**src/rtl/art_pkg.sv**
```systemverilog
package art_pkg;

    typedef enum logic [1:0] {
        PWM_IDLE  = 2'd0,
        PWM_MARK  = 2'd1,
        PWM_SPACE = 2'd2
    } pwm_state_e;

    localparam int REG_ADDR_W = 3;

    localparam logic [REG_ADDR_W-1:0] ADDR_CSR = 3'd0;
    localparam logic [REG_ADDR_W-1:0] ADDR_CNT = 3'd1;
    localparam logic [REG_ADDR_W-1:0] ADDR_ARR = 3'd2;
    localparam logic [REG_ADDR_W-1:0] ADDR_CMP = 3'd3;
    localparam logic [REG_ADDR_W-1:0] ADDR_CFG = 3'd4;

    // control/status field positions
    localparam int CSR_FLAG  = 0;
    localparam int CSR_IE    = 1;
    localparam int CSR_FORCE = 2;
    localparam int CSR_RUN   = 3;
    localparam int CSR_CODE  = 4;
    localparam int CSR_EXT   = 7;

endpackage

```
**src/rtl/art_tick_gen.sv**
```systemverilog
module art_tick_gen #(
    parameter int PRE_W  = 7,
    parameter int CODE_W = 3,
    parameter int SYNC_N = 2
) (
    input  logic              clk_i,
    input  logic              rst_ni,
    input  logic              ext_clk_i,
    input  logic              sel_ext_i,
    input  logic [CODE_W-1:0] code_i,
    input  logic              run_i,
    input  logic              clear_i,
    output logic              tick_o
);

    logic [SYNC_N-1:0] sync_q;
    logic              prev_q;
    logic              ext_pulse;
    logic              in_pulse;
    logic [PRE_W-1:0]  pre_q;
    logic [PRE_W-1:0]  mask;

    // two-or-more flop synchroniser followed by a rising-edge detector
    always_ff @(posedge clk_i or negedge rst_ni) begin
        if (!rst_ni) begin
            sync_q <= '0;
            prev_q <= 1'b0;
        end else begin
            sync_q <= {sync_q[SYNC_N-2:0], ext_clk_i};
            prev_q <= sync_q[SYNC_N-1];
        end
    end

    assign ext_pulse = sync_q[SYNC_N-1] & ~prev_q;
    assign in_pulse  = sel_ext_i ? ext_pulse : 1'b1;

    // low code_i bits of the mask are ones
    always_comb begin
        for (int i = 0; i < PRE_W; i++) begin
            mask[i] = (i < int'(code_i));
        end
    end

    assign tick_o = run_i & in_pulse & ~clear_i & ((pre_q & mask) == mask);

    always_ff @(posedge clk_i or negedge rst_ni) begin
        if (!rst_ni) begin
            pre_q <= '0;
        end else if (clear_i) begin
            pre_q <= '0;
        end else if (run_i && in_pulse) begin
            pre_q <= pre_q + 1'b1;
        end
    end

    p_pre_clear_r5: assert property (@(posedge clk_i) disable iff (!rst_ni)
        clear_i |=> (pre_q == '0));

    p_pre_hold_r4: assert property (@(posedge clk_i) disable iff (!rst_ni)
        (!run_i && !clear_i) |=> $stable(pre_q));

    p_ext_single_r10: assert property (@(posedge clk_i) disable iff (!rst_ni)
        ext_pulse |=> !ext_pulse);

endmodule

```
**src/rtl/art_counter.sv**
```systemverilog
module art_counter #(
    parameter int W = 8
) (
    input  logic         clk_i,
    input  logic         rst_ni,
    input  logic         tick_i,
    input  logic         load_i,
    input  logic [W-1:0] reload_i,
    input  logic         wr_i,
    input  logic [W-1:0] wr_data_i,
    output logic [W-1:0] cnt_o,
    output logic         step_o,
    output logic         ovf_o
);

    localparam logic [W-1:0] CNT_MAX = '1;

    logic [W-1:0] cnt_q;
    logic [W-1:0] cnt_d;

    // a software write or a forced reload overrides a step
    assign step_o = tick_i & ~wr_i & ~load_i;
    assign ovf_o  = step_o & (cnt_q == CNT_MAX);

    always_comb begin
        cnt_d = cnt_q;
        if (wr_i) begin
            cnt_d = wr_data_i;
        end else if (load_i) begin
            cnt_d = reload_i;
        end else if (tick_i) begin
            cnt_d = (cnt_q == CNT_MAX) ? reload_i : cnt_q + 1'b1;
        end
    end

    always_ff @(posedge clk_i or negedge rst_ni) begin
        if (!rst_ni) begin
            cnt_q <= '0;
        end else begin
            cnt_q <= cnt_d;
        end
    end

    assign cnt_o = cnt_q;

    p_wrap_reload_r6: assert property (@(posedge clk_i) disable iff (!rst_ni)
        (tick_i && cnt_q == CNT_MAX && !wr_i && !load_i) |=> (cnt_q == $past(reload_i)));

    p_sw_write_r9: assert property (@(posedge clk_i) disable iff (!rst_ni)
        wr_i |=> (cnt_q == $past(wr_data_i)));

    p_cnt_hold_r4: assert property (@(posedge clk_i) disable iff (!rst_ni)
        (!tick_i && !wr_i && !load_i) |=> $stable(cnt_q));

endmodule

```
**src/rtl/art_pwm_fsm.sv**
```systemverilog
module art_pwm_fsm
    import art_pkg::*;
#(
    parameter int W = 8
) (
    input  logic         clk_i,
    input  logic         rst_ni,
    input  logic         step_i,
    input  logic         ovf_i,
    input  logic [W-1:0] cnt_i,
    input  logic [W-1:0] cmp_i,
    input  logic         pol_i,
    output logic         pwm_o
);

    pwm_state_e   state_q;
    pwm_state_e   state_d;
    logic [W-1:0] cnt_inc;
    logic         hit;

    assign cnt_inc = cnt_i + 1'b1;
    assign hit     = step_i & ~ovf_i & (cnt_inc == cmp_i);

    always_comb begin
        state_d = state_q;
        unique case (state_q)
            PWM_IDLE:  if (ovf_i) state_d = PWM_MARK;
            PWM_MARK:  if (ovf_i) state_d = PWM_MARK;
                       else if (hit) state_d = PWM_SPACE;
            PWM_SPACE: if (ovf_i) state_d = PWM_MARK;
            default:   state_d = PWM_IDLE;
        endcase
    end

    always_ff @(posedge clk_i or negedge rst_ni) begin
        if (!rst_ni) begin
            state_q <= PWM_IDLE;
        end else begin
            state_q <= state_d;
        end
    end

    always_comb begin
        unique case (state_q)
            PWM_IDLE:  pwm_o = 1'b0;
            PWM_MARK:  pwm_o = pol_i;
            PWM_SPACE: pwm_o = ~pol_i;
            default:   pwm_o = 1'b0;
        endcase
    end

    p_mark_on_ovf_r8: assert property (@(posedge clk_i) disable iff (!rst_ni)
        ovf_i |=> (state_q == PWM_MARK));

    p_no_return_idle_r8: assert property (@(posedge clk_i) disable iff (!rst_ni)
        (state_q != PWM_IDLE) |=> (state_q != PWM_IDLE));

    p_space_from_mark_r8: assert property (@(posedge clk_i) disable iff (!rst_ni)
        (state_q == PWM_IDLE && !ovf_i) |=> (state_q == PWM_IDLE));

endmodule

```
**src/rtl/art_pwm_timer.sv**
```systemverilog
module art_pwm_timer
    import art_pkg::*;
#(
    parameter int CNT_W  = 8,
    parameter int PRE_W  = 7,
    parameter int CODE_W = 3,
    parameter int SYNC_N = 2
) (
    input  logic                  clk_i,
    input  logic                  rst_ni,
    input  logic                  ext_clk_i,
    input  logic [REG_ADDR_W-1:0] bus_addr_i,
    input  logic                  bus_wr_i,
    input  logic                  bus_rd_i,
    input  logic [CNT_W-1:0]      bus_wdata_i,
    output logic [CNT_W-1:0]      bus_rdata_o,
    output logic                  irq_o,
    output logic                  pwm_o
);

    logic              ext_sel_q;
    logic [CODE_W-1:0] code_q;
    logic              run_q;
    logic              ie_q;
    logic              flag_q;
    logic [CNT_W-1:0]  reload_q;
    logic [CNT_W-1:0]  cmp_q;
    logic              pol_q;

    logic              csr_wr;
    logic              csr_rd;
    logic              force_ld;
    logic              cnt_wr;
    logic              tick;
    logic              step;
    logic              ovf;
    logic [CNT_W-1:0]  cnt;

    assign csr_wr   = bus_wr_i & (bus_addr_i == ADDR_CSR);
    assign csr_rd   = bus_rd_i & (bus_addr_i == ADDR_CSR);
    assign force_ld = csr_wr & bus_wdata_i[CSR_FORCE];
    assign cnt_wr   = bus_wr_i & (bus_addr_i == ADDR_CNT);

    always_ff @(posedge clk_i or negedge rst_ni) begin
        if (!rst_ni) begin
            ext_sel_q <= 1'b0;
            code_q    <= '0;
            run_q     <= 1'b0;
            ie_q      <= 1'b0;
            reload_q  <= '0;
            cmp_q     <= '0;
            pol_q     <= 1'b0;
        end else if (bus_wr_i) begin
            unique case (bus_addr_i)
                ADDR_CSR: begin
                    ext_sel_q <= bus_wdata_i[CSR_EXT];
                    code_q    <= bus_wdata_i[CSR_CODE +: CODE_W];
                    run_q     <= bus_wdata_i[CSR_RUN];
                    ie_q      <= bus_wdata_i[CSR_IE];
                end
                ADDR_ARR: reload_q <= bus_wdata_i;
                ADDR_CMP: cmp_q    <= bus_wdata_i;
                ADDR_CFG: pol_q    <= bus_wdata_i[0];
                default: ;
            endcase
        end
    end

    // a set in the same cycle as a clearing read wins
    always_ff @(posedge clk_i or negedge rst_ni) begin
        if (!rst_ni) begin
            flag_q <= 1'b0;
        end else if (ovf) begin
            flag_q <= 1'b1;
        end else if (csr_rd) begin
            flag_q <= 1'b0;
        end
    end

    assign irq_o = flag_q & ie_q;

    always_comb begin
        bus_rdata_o = '0;
        unique case (bus_addr_i)
            ADDR_CSR: begin
                bus_rdata_o[CSR_EXT]             = ext_sel_q;
                bus_rdata_o[CSR_CODE +: CODE_W]  = code_q;
                bus_rdata_o[CSR_RUN]             = run_q;
                bus_rdata_o[CSR_IE]              = ie_q;
                bus_rdata_o[CSR_FLAG]            = flag_q;
            end
            ADDR_CNT: bus_rdata_o    = cnt;
            ADDR_ARR: bus_rdata_o    = reload_q;
            ADDR_CMP: bus_rdata_o    = cmp_q;
            ADDR_CFG: bus_rdata_o[0] = pol_q;
            default:  bus_rdata_o    = '0;
        endcase
    end

    art_tick_gen #(
        .PRE_W (PRE_W),
        .CODE_W(CODE_W),
        .SYNC_N(SYNC_N)
    ) u_tick (
        .clk_i    (clk_i),
        .rst_ni   (rst_ni),
        .ext_clk_i(ext_clk_i),
        .sel_ext_i(ext_sel_q),
        .code_i   (code_q),
        .run_i    (run_q),
        .clear_i  (force_ld),
        .tick_o   (tick)
    );

    art_counter #(
        .W(CNT_W)
    ) u_cnt (
        .clk_i    (clk_i),
        .rst_ni   (rst_ni),
        .tick_i   (tick),
        .load_i   (force_ld),
        .reload_i (reload_q),
        .wr_i     (cnt_wr),
        .wr_data_i(bus_wdata_i),
        .cnt_o    (cnt),
        .step_o   (step),
        .ovf_o    (ovf)
    );

    art_pwm_fsm #(
        .W(CNT_W)
    ) u_pwm (
        .clk_i (clk_i),
        .rst_ni(rst_ni),
        .step_i(step),
        .ovf_i (ovf),
        .cnt_i (cnt),
        .cmp_i (cmp_q),
        .pol_i (pol_q),
        .pwm_o (pwm_o)
    );

    p_flag_set_r7: assert property (@(posedge clk_i) disable iff (!rst_ni)
        ovf |=> flag_q);

    p_flag_clear_r7: assert property (@(posedge clk_i) disable iff (!rst_ni)
        (csr_rd && !ovf) |=> !flag_q);

    p_force_no_step_r5: assert property (@(posedge clk_i) disable iff (!rst_ni)
        force_ld |-> !ovf);

endmodule

```
**config.mk**
```make
export PLATFORM = sky130hd
export DESIGN_NAME = art_pwm_timer
export DESIGN_NICKNAME = d
export VERILOG_FILES = /design/src/rtl/art_pkg.sv /design/src/rtl/art_tick_gen.sv /design/src/rtl/art_counter.sv /design/src/rtl/art_pwm_fsm.sv /design/src/rtl/art_pwm_timer.sv
export SDC_FILE = /design/constraint.sdc
export NUM_CORES = 1
export LEC_CHECK = 0
export BUFFER_PORTS_ARGS = -buffer_cell sky130_fd_sc_hd__buf_2
export CAP_MARGIN = 20
export CORE_MARGIN = 2
export CORE_UTILIZATION = 59
export DETAILED_ROUTE_END_ITERATION = 7
export GPL_TIMING_DRIVEN = 0
export PLACE_DENSITY = 0.79
export RECOVER_POWER = 25
export SYNTH_ARGS = -nofsm -noshare
export SYNTH_HDL_FRONTEND = slang
export SYNTH_HIERARCHICAL = 1
export SYNTH_SLANG_ARGS = --single-unit
```
**constraint.sdc**
```tcl
create_clock -name clk_i -period 3.41 [get_ports clk_i]
set_clock_uncertainty 0.2 [all_clocks]
set_input_delay 0.5115 -clock clk_i [delete_from_list [all_inputs] [get_ports clk_i]]
set_output_delay 0.5115 -clock clk_i [all_outputs]
set_load 0.02 [all_outputs]
```
==> metrics <==
first-pass GRT wire length=roughly 9.7 mm; Cells after DPL=roughly 320; hold_buf cts=0; VDD IR max=377 uV; failing checks=capacitance limit, slew limit; fraction of final layout cells sized beyond drive strength 1=0.315; Mapped Area=2790 um2; Max Cap Violations=1; HP Class=input pin to flop; Unique masters post-synth=between 60 and 70; Starting Density=0.603; top cells by area, synth=dfrtp_1 39%, mux2_2 9.7%, xnor2_1 5.3%, mux4_2 4.8%, mux2i_1 2.9%; clk slew on worst S/H paths=about 0.070 ns; final instance area=~3000 um2; CTS tree=done; syn nets=between 200 and 300; vias in the first global route=1,997; most frequent cells in the layout=44 x dfrtp_1, 24 x buf_2, 24 x mux2_2; Routed Antenna Nets=0; # DRC=0; setup repair bufs after CTS=0; initial antenna violation count=0; Via Count=about 2,100; drt first pass iters=4; Final TNS setup=0 ns; Antenna Cells=0; P_leak=approximately 0.0013 uW; ys async rst share=1.00; Crit. End Element=flop; IO buf count=23; drt via density=about 6.4; clk sinks=44; startpoint types=input pin; final setup margin=0.257 ns; Ports=26; pin count of the biggest net entering global routing=45; Pwr Density=657 nW/um2; predominant post-synthesis flop cell=dfrtp_1; die height=between 70 and 80 um; Tightest Pin Transition=approximately 2.3 ns; Hold Path Stages=1; # setup viols final=0; worst path arrival time=around 3.2 ns; Layout Nets=about 300; post-CTS resize count=0; Req. time, crit path=about 3.4 ns; Core Box Area=between 4000 and 5000 um2; CTS buffer count=5; wire per inst=approximately 18 um; Total Routing Usage GR=0.246; Setup Slack @ Placement=around 0.061 ns; FMAX=around 320 MHz; clk_lat worst skew=approximately 0.30 ns; DIE AREA=5300 um2; gr ovfl total=0; Fill cells=381; Die X=72.8 um; biggest area consumer among synthesized cells=dfrtp_1; most common cell after layout, fill and taps aside=dfrtp_1; Post-Syn Instances=246; final period utilization=0.925; worst rel slew slack=-0.550; initial DRC count=155; final hold violations=0; total wire length=~6.0 mm; Synth Register Bits=44; row count=25; fin crit period=around 3.2 ns; GP Congestion=0.929; DP Area=between 2000 and 3000 um2; unrepaired setup endpoints after global routing=no; worst-path maximum fanout=8; status=complete, but fails checks; Mapped Avg Cell Area=11.3 um2; Cell Count, Final, Fillers Out=330; Synth top area share=0.395; Root Driver=clkbuf_8; Slew Limit Fails=45; Area growth, synth to finish=9.28%; Ys Warns=6; sequential share of the synthesized area=0.395; critical path type=input pin to flop; Max Root-Sink Buffers=2; CTS H-tree depth=2; Post-synth EDFFs=0; post-DP HPWL=4.30 mm; Reg2Reg Depth=9
per-stage QoR:
step	utilization	hold slack, ns	total power [uW]
CTS	0.659	0.106	2010
floorplan	-	0.0159	1500
global placement	0.642	0.138	1670
finish	0.659	0.121	2000
global route	0.659	0.114	2140
detailed placement	0.642	0.140	1700
cell usage after synthesis (2+ instances only):
cell	count
o21ai_1	2
nand4b_1	2
a2111oi_2	3
nor2b_1	8
xnor2_1	17
o21ai_0	8
ha_1	3
inv_1	6
nor4bb_1	2
nor2_1	13
a211oi_1	2
a22oi_1	2
nand2b_1	2
mux2i_1	8
a21o_1	3
nand3_1	5
nor3_1	3
and2_1	3
buf_6	6
o31ai_1	2
nand3b_1	2
nand2_1	13
nand4_1	2
a31oi_1	2
o22ai_1	4
xor2_1	4
nor3_2	2
a41oi_4	2
mux4_2	6
a21oi_1	9
buf_2	2
mux2_2	24
dfrtp_1	44
critical path, cell delays in order:
cell and delay, ns:
buf_6 0.13, nor4b_4 0.61, and2_1 0.26, clkbuf_2 0.21, nand4b_1 0.14, a21oi_1 0.10
nor3_1 0.81, nor2_1 0.21, a31oi_1 0.18
power breakdown:
part | total, uW | internal, uW | switching, uW
logic | 769 | 410 | 359
clock network | 300 | 139 | 161
registers | 934 | 668 | 267
kinds of logic (layout without fill, tap and decap cells):
group	Yosys count	in the layout	share of synthesized area
AO/OA/AOI/OAI	48	48	0.136
AND/OR/NAND/NOR	73	73	0.168
XOR/XNOR	21	21	0.0659
buffers and inverters	19	49	0.0484
multiplexers	38	38	0.174
flip-flops	44	44	0.395
adder cells (fa/ha/maj)	3	3	0.0135
worst paths after layout:
path	from	end	slack, ns
max	bus_addr_i[0]	u_cnt/cnt_o[5]	0.26
min	ext_clk_i	u_tick/sync_q[0]	0.12
min reg2reg	u_tick/sync_q[0]	u_tick/sync_q[1]	0.15
max in group asynchronous	rst_ni	u_pwm/state_q[0]	0.97
min in group asynchronous	rst_ni	run_q	0.71
max reg2reg	ext_sel_q	u_pwm/state_q[1]	0.39
area by class of cell:
class / instances / area, um2 / share of cell area
buffer: 12 / 109 / 0.0357
clock buffer: 6 / 72.6 / 0.0238
clock inverter: 1 / 5.00 / 0.00164
inverter: 7 / 26.3 / 0.00862
multi-input combinational: 183 / 1550 / 0.510
sequential: 44 / 1100 / 0.361
tap: 54 / 67.6 / 0.0222
timing repair buffer: 23 / 114 / 0.0373
registers in the layout, indices dropped and copies added, names as in the netlist:
signal / cells
cmp_q: 8
code_q: 3
ext_sel_q: 1
flag_q: 1
ie_q: 1
pol_q: 1
reload_q: 8
run_q: 1
u_cnt/cnt_o: 8
u_pwm/state_q: 2
u_tick/pre_q: 7
u_tick/prev_q: 1
u_tick/sync_q: 2
layer usage:
metal	vias up	track usage	part of all wire
li1	970	-	-
met1	1054	0.325	0.43
met2	64	0.381	0.47
met3	24	0.0387	0.058
met4	0	0.150	0.044
met5	-	0	0
Power figures use the tool's default switching activity.
